--- src/rtl/clksw_pkg.sv ---
package clksw_pkg;

    typedef enum logic [1:0] {
        ST_IDLE      = 2'd0,
        ST_PRE_WAIT  = 2'd1,
        ST_POST_WAIT = 2'd2
    } seq_st_e;

    typedef struct packed {
        seq_st_e st;
        logic    done;
    } fsm_reg_s;

    // one-hot style commands from the sequencer to the register
    typedef struct packed {
        logic clr_out;
        logic set_out;
        logic set_div;
    } mux_cmd_s;

endpackage

--- src/rtl/clksw_timer.sv ---
module clksw_timer #(
    parameter int SETTLE_CYC = 2400
) (
    input  logic clk,
    input  logic rst_n,
    input  logic load,
    input  logic run,
    output logic expired
);
    localparam int CW = (SETTLE_CYC < 2) ? 1 : $clog2(SETTLE_CYC);
    localparam logic [CW-1:0] LOAD_VAL = CW'(SETTLE_CYC - 1);

    logic [CW-1:0] cnt_d, cnt_q;

    always_comb begin
        cnt_d = cnt_q;
        if (load) begin
            cnt_d = LOAD_VAL;
        end else if (run && (cnt_q != '0)) begin
            cnt_d = cnt_q - 1'b1;
        end
    end

    always_ff @(posedge clk or negedge rst_n) begin
        if (!rst_n) begin
            cnt_q <= '0;
        end else begin
            cnt_q <= cnt_d;
        end
    end

    assign expired = run && (cnt_q == '0);

endmodule

--- src/rtl/clksw_fsm.sv ---
module clksw_fsm
    import clksw_pkg::*;
(
    input  logic     clk,
    input  logic     rst_n,
    input  logic     pre_req,
    input  logic     post_req,
    input  logic     expired,
    output logic     tmr_load,
    output logic     tmr_run,
    output mux_cmd_s cmd,
    output logic     busy,
    output logic     done
);
    fsm_reg_s r_d, r_q;

    always_comb begin
        r_d      = r_q;
        r_d.done = 1'b0;
        tmr_load = 1'b0;
        tmr_run  = 1'b0;
        cmd      = '0;
        unique case (r_q.st)
            ST_IDLE: begin
                // pre-change wins when both arrive together
                if (pre_req) begin
                    cmd.clr_out = 1'b1;
                    tmr_load    = 1'b1;
                    r_d.st      = ST_PRE_WAIT;
                end else if (post_req) begin
                    cmd.set_out = 1'b1;
                    tmr_load    = 1'b1;
                    r_d.st      = ST_POST_WAIT;
                end
            end
            ST_PRE_WAIT: begin
                tmr_run = 1'b1;
                if (expired) begin
                    cmd.set_div = 1'b1;
                    r_d.done    = 1'b1;
                    r_d.st      = ST_IDLE;
                end
            end
            ST_POST_WAIT: begin
                tmr_run = 1'b1;
                if (expired) begin
                    r_d.done = 1'b1;
                    r_d.st   = ST_IDLE;
                end
            end
            default: r_d.st = ST_IDLE;
        endcase
    end

    always_ff @(posedge clk or negedge rst_n) begin
        if (!rst_n) begin
            r_q <= '{st: ST_IDLE, done: 1'b0};
        end else begin
            r_q <= r_d;
        end
    end

    assign busy = (r_q.st != ST_IDLE);
    assign done = r_q.done;

endmodule

--- src/rtl/clksw_ctrl.sv ---
module clksw_ctrl
    import clksw_pkg::*;
#(
    parameter int               CTRL_W  = 8,
    parameter int               OUT_BIT = 7,
    parameter int               DIV_BIT = 0,
    parameter logic [CTRL_W-1:0] RST_VAL = '0
) (
    input  logic              clk,
    input  logic              rst_n,
    input  mux_cmd_s          cmd,
    input  logic              side_we,
    input  logic [CTRL_W-1:0] side_wdata,
    output logic [CTRL_W-1:0] ctrl
);
    localparam logic [CTRL_W-1:0] MUX_MASK =
        (CTRL_W'(1) << OUT_BIT) | (CTRL_W'(1) << DIV_BIT);
    localparam logic [CTRL_W-1:0] RST_SAFE = RST_VAL & ~MUX_MASK;

    logic [CTRL_W-1:0] reg_d, reg_q;

    always_comb begin
        reg_d = reg_q;
        if (side_we) begin
            reg_d = (reg_q & MUX_MASK) | (side_wdata & ~MUX_MASK);
        end
        if (cmd.clr_out) reg_d[OUT_BIT] = 1'b0;
        if (cmd.set_out) reg_d[OUT_BIT] = 1'b1;
        if (cmd.set_div) reg_d[DIV_BIT] = 1'b1;
    end

    always_ff @(posedge clk or negedge rst_n) begin
        if (!rst_n) begin
            reg_q <= RST_SAFE;
        end else begin
            reg_q <= reg_d;
        end
    end

    assign ctrl = reg_q;

endmodule

--- src/rtl/clksw_seq.sv ---
module clksw_seq
    import clksw_pkg::*;
#(
    parameter int               CTRL_W     = 8,
    parameter int               OUT_BIT    = 7,
    parameter int               DIV_BIT    = 0,
    parameter int               SETTLE_CYC = 2400,
    parameter logic [CTRL_W-1:0] RST_VAL    = '0
) (
    input  logic              clk,
    input  logic              rst_n,
    input  logic              pre_req,
    input  logic              post_req,
    input  logic              side_we,
    input  logic [CTRL_W-1:0] side_wdata,
    output logic [CTRL_W-1:0] ctrl,
    output logic              busy,
    output logic              done
);
    logic     tmr_load, tmr_run, tmr_exp;
    mux_cmd_s cmd;

    clksw_timer #(.SETTLE_CYC(SETTLE_CYC)) u_tmr (
        .clk    (clk),
        .rst_n  (rst_n),
        .load   (tmr_load),
        .run    (tmr_run),
        .expired(tmr_exp)
    );

    clksw_fsm u_fsm (
        .clk     (clk),
        .rst_n   (rst_n),
        .pre_req (pre_req),
        .post_req(post_req),
        .expired (tmr_exp),
        .tmr_load(tmr_load),
        .tmr_run (tmr_run),
        .cmd     (cmd),
        .busy    (busy),
        .done    (done)
    );

    clksw_ctrl #(
        .CTRL_W (CTRL_W),
        .OUT_BIT(OUT_BIT),
        .DIV_BIT(DIV_BIT),
        .RST_VAL(RST_VAL)
    ) u_ctrl (
        .clk       (clk),
        .rst_n     (rst_n),
        .cmd       (cmd),
        .side_we   (side_we),
        .side_wdata(side_wdata),
        .ctrl      (ctrl)
    );

endmodule

--- config.mk ---
export PLATFORM = sky130hd
export DESIGN_NAME = clksw_seq
export DESIGN_NICKNAME = d
export VERILOG_FILES = /design/src/rtl/clksw_pkg.sv /design/src/rtl/clksw_timer.sv /design/src/rtl/clksw_fsm.sv /design/src/rtl/clksw_ctrl.sv /design/src/rtl/clksw_seq.sv
export SDC_FILE = /design/constraint.sdc
export NUM_CORES = 1
export LEC_CHECK = 0
export BUFFER_PORTS_ARGS = -buffer_cell sky130_fd_sc_hd__buf_4
export CAP_MARGIN = 10
export CORE_UTILIZATION = 25
export CTS_BUF_LIST = sky130_fd_sc_hd__clkbuf_8
export CTS_CLUSTER_DIAMETER = 150
export DETAILED_ROUTE_END_ITERATION = 6
export PLACE_DENSITY = 0.47
export SLEW_MARGIN = 10
export SYNTH_ARGS = -nofsm -noshare
export SYNTH_HDL_FRONTEND = slang
export SYNTH_SLANG_ARGS = --single-unit
--- constraint.sdc ---
create_clock -name clk -period 2.05 [get_ports clk]
set_input_delay 0.1025 -clock clk [delete_from_list [all_inputs] [get_ports clk]]
set_output_delay 0.1025 -clock clk [all_outputs]
set_load 0.02 [all_outputs]
==> summary.txt, run 1 <==
STA
  – Final hold viol count: 0
  – Slew Limit Headroom: about three fifths
  – Fin crit period: ~2000 ps
  – Clock Skew: around 1.6 ps
  – Tightest Pin Transition: between 600 and 700 ps
  – FMAX: 0.4941 GHz
  – Fin crit share: 98.73%
  – Hold slack: about 43 ps
  – RSZ-0062 raised after global routing: yes
  – Setup violators final: 0
  – Pins Over Slew Limit: 0

Synthesis
  – Share of the synthesized area in the top cell type: between 50% and 60%
  – Syn Nets: about 120
  – Synth cell count leaders: 23 x dfrtp_1, 7 x inv_1, 7 x nor2_1
  – FF+latch count, synth: 23
  – Cell taking the most area after synthesis: dfrtp_1
  – Mapped Area: 1136 um2
  – Post-synth EDFFs: 0
  – Main synth FF type: dfrtp_1
  – Area contributors post-synth: dfrtp_1 51%, mux2_2 5.9%, ha_1 4.4%
  – Seq/Total Area, Yosys: slightly above 50%
  – Synth Instances: 100
  – Count of cell types in the netlist: 36
  – Syn Area/Cell: between 10 and 15 um2
  – Fraction of registers with async set/reset: 100.0%
  – Syn. warnings: 0
  – Most common cell in the netlist: dfrtp_1

Route
  – DR vias: roughly 880
  – Routed len/inst: between 10 and 15 um
  – Final WL: around 2400 um
  – Via density: approximately 4.8
  – DRT iter0 DRCs: 34
  – Pre-antenna DRT Iters: 4
  – Post-route DRC: 0
  – ANT nets after route: 0

Placed design
  – Port Buffers: 20
  – Placed cells: roughly 180
  – Final GP Congestion: between 0.7 and 0.8
  – DP HPWL: between 1500 and 2000 um
  – Placed Instance Area: about 1400 um2

Clocking
  – H-tree levels: 1
  – CTS root buf: clkbuf_8
  – CTS sink cnt: 23
  – Worst skew pair latency: ~260 ps
  – CTS clk-pin slew, worst paths: 80 ps
  – CTS max path bufs: 2
  – TritonCTS clock tree: done
  – CTS buffer count: 3

Setup path
  – Slowest CP cell: or4b_1
  – Cell family with most CP delay: simple AND/OR/NAND/NOR gates
  – Critical path peak fanout: 6
  – WP data arrival: about 2200 ps
  – CP Capture Type: register
  – Crit path launch type: register
  – Worst Setup SP: u_tmr.cnt_q[1]
  – Critical path buffers and inverters: 3
  – Beginning of the worst register-to-register path: u_tmr.cnt_q[1]
  – Cells along the critical path: inv_1, ha_1, or4b_1, buf_6, o311ai_4, buf_4, or4_1, a21oi_2
  – Req. time, crit path: between 2000 and 2500 ps
  – Largest stage delay, worst path: ~450 ps
  – CP Class: reg2reg

GRT
  – Vias in the first global route: roughly 900
  – Largest net degree at the start of global routing: 24
  – First-pass GRT wire length: between 4000 and 5000 um
  – GR Overflow Total: 0
  – Initial antenna violation count: 0
  – Gr usage total: 10.70%

Finish
  – Share of layout cells above drive strength 1: approximately a third
  – Final core utilization: around a third
  – Post-Layout Cell Count: 185
  – Fillers: 424
  – Area delta synth->final: 32.60%
  – ANT cells: 0
  – Final net count: approximately 150
  – Design Area, Final: about 1500 um2

Floorplanning
  – Initial Utilization: a little over a quarter
  – Die H: 69.41 um
  – FP Rows: 24
  – Core outline area: 4354 um2
  – I/O pins: 23
  – Chip width: about 70 um
  – Die ar.: roughly 4800 um2

Pwr
  – Pleak: between 0.6 and 0.7 nW
  – Peak VDD IR: 0.0006022 V
  – Sw frac: between 30% and 40%
  – Sequential share of power: between 30% and 40%
  – Gate power share: roughly 44%
  – Switching power: just over 0.0005 W
  – Clock power frac: between 10% and 20%
  – Cell internal pwr: between 0.0009 and 0.001 W
  – PD cells: a little under 1000 nW/um2
  – Tot Pwr: ~0.0015 W

Worst hold path
  – Worst hold path class: in2reg
  – Hold Startpoint: pre_req

Status
  – Outcome: completed

Job
  – Max cap viols: 0
-- area by class of cell --
| type | instances | area, um2 | share of cell area [%] |
|---|---|---|---|
| clock inverters | 1 | 5.005 | 0.3322 |
| well taps | 52 | 65.06 | 4.319 |
| multi-input cells | 67 | 543.0 | 36.05 |
| flip-flops and latches | 23 | 575.6 | 38.21 |
| inverters | 7 | 26.28 | 1.744 |
| clock buffers | 3 | 41.29 | 2.741 |
| repair buffers | 32 | 250.2 | 16.61 |
-- power by group through the flow --
| stage | combinational [W] | clock (W) | sequential [W] |
|---|---|---|---|
| after floorplan | 0.000324 | 0 | 0.000590 |
| after global placement | 0.000606 | 0 | 0.000556 |
| after detailed placement | 0.000620 | 0 | 0.000558 |
| after CTS | 0.000626 | 0.000292 | 0.000549 |
| after global routing | 0.000742 | 0.000322 | 0.000557 |
| final | 0.000659 | 0.000277 | 0.000549 |
-- per-layer routing --
metal | share of wire [%] | track usage [%] | routed length, um | up-vias
met5 | 0 | 0 | 0 | -
met4 | 0.33 | 2.041 | 8 | 0
met2 | 49 | 17.58 | 1172 | 24
met3 | 5.5 | 3.924 | 132 | 2
met1 | 45 | 13.53 | 1093 | 426
li1 | - | - | - | 432
-- logic make-up after synthesis --
| logic type | after synthesis | share of synthesized area (%) |
|---|---|---|
| AOI/OAI and AO/OA | 27 | 18.83 |
| xor gates and xnor gates | 3 | 2.313 |
| adders and majority gates | 4 | 4.405 |
| buffers and inverters | 10 | 3.744 |
| DFF | 23 | 50.66 |
| muxes | 6 | 5.947 |
| and+or+nand+nor | 27 | 14.10 |
-- worst paths after layout --
path | end | slack, ps | depth (start not counted)
max | u_tmr.cnt_q[9] | 30 | 8
min | u_ctrl.ctrl[7] | 40 | 2
max reg2reg | u_tmr.cnt_q[9] | 30 | 8
min reg2reg | u_ctrl.ctrl[0] | 480 | 1
max in group asynchronous | u_tmr.cnt_q[1] | 1550 | 2
min in group asynchronous | u_ctrl.ctrl[5] | 270 | 2
-- metrics by stage --
step | setup TNS [ps] | worst slack (ps)
5_1_grt | -44.15 | -35.18
3_5_place_dp | -17.75 | -17.75
6_report | 0 | 25.97
2_1_floorplan | 0 | 130.1
4_1_cts | 0 | 15.13
3_3_place_gp | 0 | 42.98
-- flip-flops by register name, summed over array words and instances (netlist names) --
name,flops
u_tmr.cnt_q,12
u_fsm.done,1
u_ctrl.ctrl,8
u_fsm.r_q,2
-- layout by cell type (no fill, tap or decap), drive strengths merged, types with 3 or more instances in the layout --
master   n
clkbuf   3
mux2     6
inv      7
buf     31
nor2     7
a21oi    6
o21ai    4
o31ai    4
ha       4
o211ai   4
dfrtp   23
nand2    5
or3      4
-- what timing repair did --
| action | CTS | global route |
|---|---|---|
| gates resized for setup | 0 | 5 |
| cloned | 0 | 0 |
| buffers inserted | 0 | 2 |
| endpoints found under the setup margin | 1 | 7 |
| hold buffers | 1 | 0 |
| pin swaps | 1 | 3 |
| hold endpoints to repair | 23 | 0 |
Power figures use the tool's default switching activity.
==> inputs of run 2 (changes only) <==
--- a/config.mk
+++ b/config.mk
@@ -7,11 +7,12 @@
 export LEC_CHECK = 0
 export BUFFER_PORTS_ARGS = -buffer_cell sky130_fd_sc_hd__buf_4
 export CAP_MARGIN = 10
-export CORE_UTILIZATION = 25
+export CORE_ASPECT_RATIO = 0.6
+export CORE_UTILIZATION = 35
 export CTS_BUF_LIST = sky130_fd_sc_hd__clkbuf_8
 export CTS_CLUSTER_DIAMETER = 150
 export DETAILED_ROUTE_END_ITERATION = 6
-export PLACE_DENSITY = 0.47
+export PLACE_DENSITY = 0.59
 export SLEW_MARGIN = 10
 export SYNTH_ARGS = -nofsm -noshare
 export SYNTH_HDL_FRONTEND = slang
==> summary.txt, run 2 (synthesized netlist as in run 1, its figures left out) <==
Status
  – Outcome: completed

Route
  – ANT nets after route: 0
  – DR vias: between 800 and 900
  – Via density: a little over 5
  – Post-route DRC: 0
  – Final WL: around 2300 um
  – DRT iter0 DRCs: 38
  – Pre-antenna DRT Iters: 4
  – Routed len/inst: between 10 and 15 um

Job
  – Max cap viols: 0

Clocking
  – Worst skew pair latency: 260 ps
  – CTS buffer count: 3
  – H-tree levels: 1
  – Postcts setup bufs: 0
  – CTS root buf: clkbuf_8
  – CTS sink cnt: 23
  – CTS max path bufs: 2
  – CTS clk-pin slew, worst paths: 80 ps
  – TritonCTS clock tree: done

STA
  – Setup violators final: 0
  – Fin crit period: 1934 ps
  – Tightest Pin Transition: roughly 550 ps
  – Pins Over Slew Limit: 0
  – Clock Skew: about 3.5 ps
  – Fin crit share: between 90 and 100%
  – Final hold viol count: 0
  – FMAX: about 0.52 GHz
  – RSZ-0062 raised after global routing: no
  – Total negative slack: 0 ps
  – Slew Limit Headroom: 62.84%

Placed design
  – Final GP Congestion: 0.7449
  – Placed Instance Area: between 1000 and 1500 um2
  – DP HPWL: 1764 um
  – Port Buffers: 20

Setup path
  – Crit path launch type: register
  – WP data arrival: around 2100 ps
  – Req. time, crit path: ~2200 ps
  – CP Class: reg2reg
  – Critical path peak fanout: 5
  – CP Capture Type: register

Floorplanning
  – I/O pins: 23
  – FP Rows: 15
  – Initial Utilization: between 30% and 40%
  – Chip width: ~76 um
  – Die H: between 40 and 50 um
  – Die ar.: 3485 um2
  – Core outline area: approximately 3000 um2

Finish
  – ANT cells: 0
  – Final net count: 154
  – Final core utilization: 50.27%
  – Largest register FFs: 12
  – Most frequent cells in the layout: 34 x buf_4, 23 x dfrtp_1, 7 x inv_1, 7 x nor2_1
  – Most common cell after layout, fill and taps aside: buf_4
  – Fillers: approximately 260
  – Area of the multi-input gates: 534.3 um2
  – Seq. cell area: between 500 and 600 um2
  – Area delta synth->final: 32.05%
  – Design Area, Final: 1500 um2
  – Most flop-heavy register: u_tmr.cnt_q
  – Share of layout cells above drive strength 1: between 30% and 40%

GRT
  – Largest net degree at the start of global routing: 24
  – Gr usage total: 15.38%
  – First-pass GRT wire length: around 3700 um
  – Initial antenna violation count: 0
  – GR Overflow Total: 0
  – Vias in the first global route: 789

Pwr
  – Tot Pwr: ~0.0015 W
  – Pleak: around 0.65 nW
  – Peak VDD IR: ~0.00034 V
  – PD cells: roughly 1000 nW/um2

Worst hold path
  – Worst hold path class: in2reg
run 2: changes by cell type in the layout (fill, tap and decap cells not counted), sizes merged:
cell  previous run  this run
buf             31        34
run 2: timing repair:
action	CTS	global route
endpoints found under the setup margin	0	13
resized for setup	0	3
hold endpoints to repair	23	0
hold buffers	1	0
run 2: metal layers:
layer	global-route usage (%)	wire, um	vias to the layer above
li1	-	-	442
met2	21.96	974	28
met4	6.667	34	0
met5	0	0	-
met1	21.44	1128	420
met3	4.814	152	5
run 2: final cells by class:
type | count | share of cell area (%)
Clock inverter | 1 | 0.3336
Tap cell | 42 | 3.503
Inverter | 7 | 1.751
Sequential cell | 23 | 38.37
Clock buffer | 3 | 2.752
Timing Repair Buffer | 35 | 17.68
Multi-Input combinational cell | 67 | 35.61
run 2: path summary, 6_finish.rpt:
path	cells past startpoint	slack, ps	to	start
hold / removal	2	40	u_ctrl.ctrl[7]	pre_req
min in group asynchronous	2	260	u_fsm.r_q[2]	rst_n
setup reg to reg	7	120	u_tmr.cnt_q[7]	u_tmr.cnt_q[1]
hold reg to reg	1	500	u_ctrl.ctrl[0]	u_ctrl.ctrl[0]
setup / recovery	7	120	u_tmr.cnt_q[7]	u_tmr.cnt_q[1]
max in group asynchronous	2	1560	u_fsm.r_q[1]	rst_n
run 2: stage by stage:
stage / hold slack, ps / worst slack (ps) / cells
after floorplan: -193.1 / 130.1 / 100
after global placement: 9.746 / 32.56 / 173
after detailed placement: 13.56 / 31.25 / 173
after CTS: 29.81 / 10.69 / 178
after global routing: 36.83 / 13.73 / 178
final: 37.77 / 115.7 / 178
run 2: report_power, final:
group	total (W)	internal (W)	switching, W
sequential	0.000549	0.000519	0.0000300
combinational	0.000649	0.000313	0.000336
clock	0.000278	0.000136	0.000142
run 2: worst max-delay path, stage by stage (launching register included):
cell and delay [ps]:
dfrtp_1 380, inv_1 80, ha_1 130, or4b_4 520
o311ai_4 330, buf_4 180, nor3_1 40, o21a_1 160
==> inputs of run 3 (changes only) <==
--- a/config.mk
+++ b/config.mk
@@ -5,15 +5,17 @@
 export SDC_FILE = /design/constraint.sdc
 export NUM_CORES = 1
 export LEC_CHECK = 0
-export BUFFER_PORTS_ARGS = -buffer_cell sky130_fd_sc_hd__buf_4
 export CAP_MARGIN = 10
 export CORE_ASPECT_RATIO = 0.6
 export CORE_UTILIZATION = 35
 export CTS_BUF_LIST = sky130_fd_sc_hd__clkbuf_8
 export CTS_CLUSTER_DIAMETER = 150
 export DETAILED_ROUTE_END_ITERATION = 6
-export PLACE_DENSITY = 0.59
+export DONT_BUFFER_PORTS = 1
+export GPL_TIMING_DRIVEN = 0
+export PLACE_DENSITY = 0.53
 export SLEW_MARGIN = 10
 export SYNTH_ARGS = -nofsm -noshare
 export SYNTH_HDL_FRONTEND = slang
+export SYNTH_HIERARCHICAL = 1
 export SYNTH_SLANG_ARGS = --single-unit
==> summary.txt, run 3 <==
Status
  – Outcome: complete, but fails checks
  – Failing checks: negative setup slack

Clocking
  – H-tree levels: 1
  – Worst skew pair latency: around 270 ps
  – TritonCTS clock tree: done
  – CTS buffer count: 3
  – CTS max path bufs: 2
  – CTS root buf: clkbuf_8
  – CTS sink cnt: 23
  – CTS clk-pin slew, worst paths: 90 ps

Synthesis
  – Seq/Total Area, Yosys: a little under half
  – Count of cell types in the netlist: 37
  – FF+latch count, synth: 23
  – Main synth FF type: dfrtp_1
  – Fraction of registers with async set/reset: 100.0%
  – Post-synth EDFFs: 0
  – Cell taking the most area after synthesis: dfrtp_1
  – Share of the synthesized area in the top cell type: 46.94%
  – Syn Area/Cell: roughly 11 um2
  – Synth cell count leaders: 23 x dfrtp_1, 10 x nor2_1, 9 x a21oi_1
  – Syn Nets: 128
  – Area contributors post-synth: dfrtp_1 47%, mux2_4 7.3%, ha_1 5.1%
  – Most common cell in the netlist: dfrtp_1
  – Syn. warnings: 6
  – Synth Instances: 110
  – Mapped Area: between 1000 and 1500 um2

Floorplanning
  – Initial Utilization: between 30 and 40%
  – I/O pins: 23
  – Core outline area: about 3300 um2
  – Chip width: just under 80 um
  – FP Rows: 16
  – Die H: roughly 48 um
  – Die ar.: about 3800 um2

Setup path
  – CP Class: reg2reg
  – Critical path peak fanout: 4
  – Req. time, crit path: 2250 ps
  – Cell family with most CP delay: simple AND/OR/NAND/NOR gates
  – Largest stage delay, worst path: roughly 500 ps
  – Cells along the critical path: inv_2, ha_4, or3b_4, or4_4, or4b_4, a21oi_2
  – Critical path buffers and inverters: 1
  – CP Capture Type: register
  – Crit path launch type: register
  – Slowest CP cell: or4b_4
  – WP data arrival: 2430 ps

Placed design
  – DP HPWL: ~1600 um
  – Port Buffers: 0
  – Worst slack, placed: -328.7 ps
  – Final GP Congestion: ~0.76
  – Placed cells: between 150 and 200

Route
  – Post-route DRC: 0
  – Final WL: 2485 um
  – Via density: 5.029
  – DRT iter0 DRCs: 56
  – Pre-antenna DRT Iters: 4
  – DR vias: between 800 and 900
  – ANT nets after route: 0
  – Routed len/inst: approximately 14 um

Finish
  – Seq. cell area: about 580 um2
  – ANT cells: 0
  – Fillers: around 300
  – Most common cell after layout, fill and taps aside: dfrtp_1
  – Area of the multi-input gates: 698.2 um2
  – Post-Layout Cell Count: between 150 and 200
  – Area delta synth->final: 28.67%
  – Most flop-heavy register: u_tmr/cnt_q
  – Final net count: ~150
  – Most frequent cells in the layout: 23 x dfrtp_1, 10 x buf_4, 10 x nor2_1
  – Share of layout cells above drive strength 1: approximately 37%
  – Largest register FFs: 12

STA
  – Fin crit share: 108.7%
  – Clock Skew: 10.27 ps
  – Hold slack: between 15 and 20 ps
  – Tightest Pin Transition: around 1100 ps
  – RSZ-0062 raised after global routing: yes
  – Worst setup slack after layout: -178.7 ps
  – Pins Over Slew Limit: 0
  – Setup violators final: 4
  – FMAX: ~0.45 GHz
  – Final hold viol count: 0
  – Fin crit period: about 2200 ps
  – Slew Limit Headroom: between 20% and 30%

Pwr
  – Peak VDD IR: around 0.0004 V
  – Pleak: about 0.66 nW
  – PD cells: between 900 and 1000 nW/um2
  – Tot Pwr: between 0.001 and 0.0015 W

GRT
  – Largest net degree at the start of global routing: 24
  – Vias in the first global route: just over 800
  – GR Overflow Total: 0
  – First-pass GRT wire length: between 3000 and 4000 um
  – Gr usage total: between 10% and 20%
  – Initial antenna violation count: 0

Job
  – Max cap viols: 0

Worst hold path
  – Worst hold path class: in2reg
## run 3: kinds of logic after synthesis
family | after synthesis | share of synthesized area (%)
muxes | 10 | 10.61
AOI/OAI and AO/OA | 21 | 11.02
DFF | 23 | 46.94
adders and majority gates | 5 | 5.102
and+or+nand+nor | 40 | 22.04
buffers and inverters | 11 | 4.286
## run 3: where the power goes
group	leakage [nW]	total (W)	internal [W]	switching (W)
clock network	0.0217	0.000288	0.000137	0.000151
registers	0.265	0.000577	0.000509	0.0000684
logic	0.372	0.000568	0.000271	0.000297
## run 3: worst reg2reg max path, cell delays in order, from the launching register on
cell     delay [ps]
dfrtp_1         370
inv_2            60
ha_4            260
or3b_4          380
or4_4           470
or4b_4          500
a21oi_2         130
## run 3: metrics by stage
stage                     utilization (%)  TNS (ps)  instance area (um2)
after global routing                47.77     -1097                 1578
after CTS                           46.21    -458.9                 1526
after floorplan                         -    -261.8                 1245
final                               47.77    -454.4                 1578
after detailed placement            39.39     -1821                 1301
after global placement              39.39     -1751                 1301
## run 3: final cells by class
| class | instances | share of cell area (%) |
|---|---|---|
| Buffer | 3 | 1.507 |
| Clock buffer | 3 | 2.617 |
| Clock inverter | 1 | 0.4758 |
| Inverter | 7 | 1.665 |
| Multi-Input combinational cell | 76 | 44.25 |
| Sequential cell | 23 | 36.48 |
| Tap cell | 45 | 3.569 |
| Timing Repair Buffer | 17 | 9.437 |
## run 3: layer usage
metal / vias to the layer above / GRT usage, % / wire length [um]
met1: 424 / 21.13 / 1261
met3: 0 / 5.524 / 102
met4: 0 / 3.333 / 0
met2: 24 / 20.18 / 1121
li1: 432 / - / -
met5: - / 0 / 0
## run 3: path summary, 6_finish.rpt
kind,startpoint,end,slack (ps),depth (start not counted)
setup / recovery,u_fsm/r_q[2],u_tmr/cnt_q[9],-180,6
hold / removal,post_req,u_fsm/r_q[2],20,2
setup reg to reg,u_fsm/r_q[2],u_tmr/cnt_q[9],-180,6
hold reg to reg,u_tmr/cnt_q[4],u_tmr/cnt_q[4],570,2
max in group asynchronous,rst_n,u_tmr/cnt_q[4],940,1
min in group asynchronous,rst_n,u_fsm/r_q[1],470,1
## run 3: what timing repair did
action                                  in CTS  in global routing
pin swaps                                    5                  4
gates cloned                                 0                  0
endpoints found under the hold margin       29                  0
buffers inserted                             9                  1
resized for setup                            8                 13
hold buffers                                 7                  0
endpoints found under the setup margin      12                 11
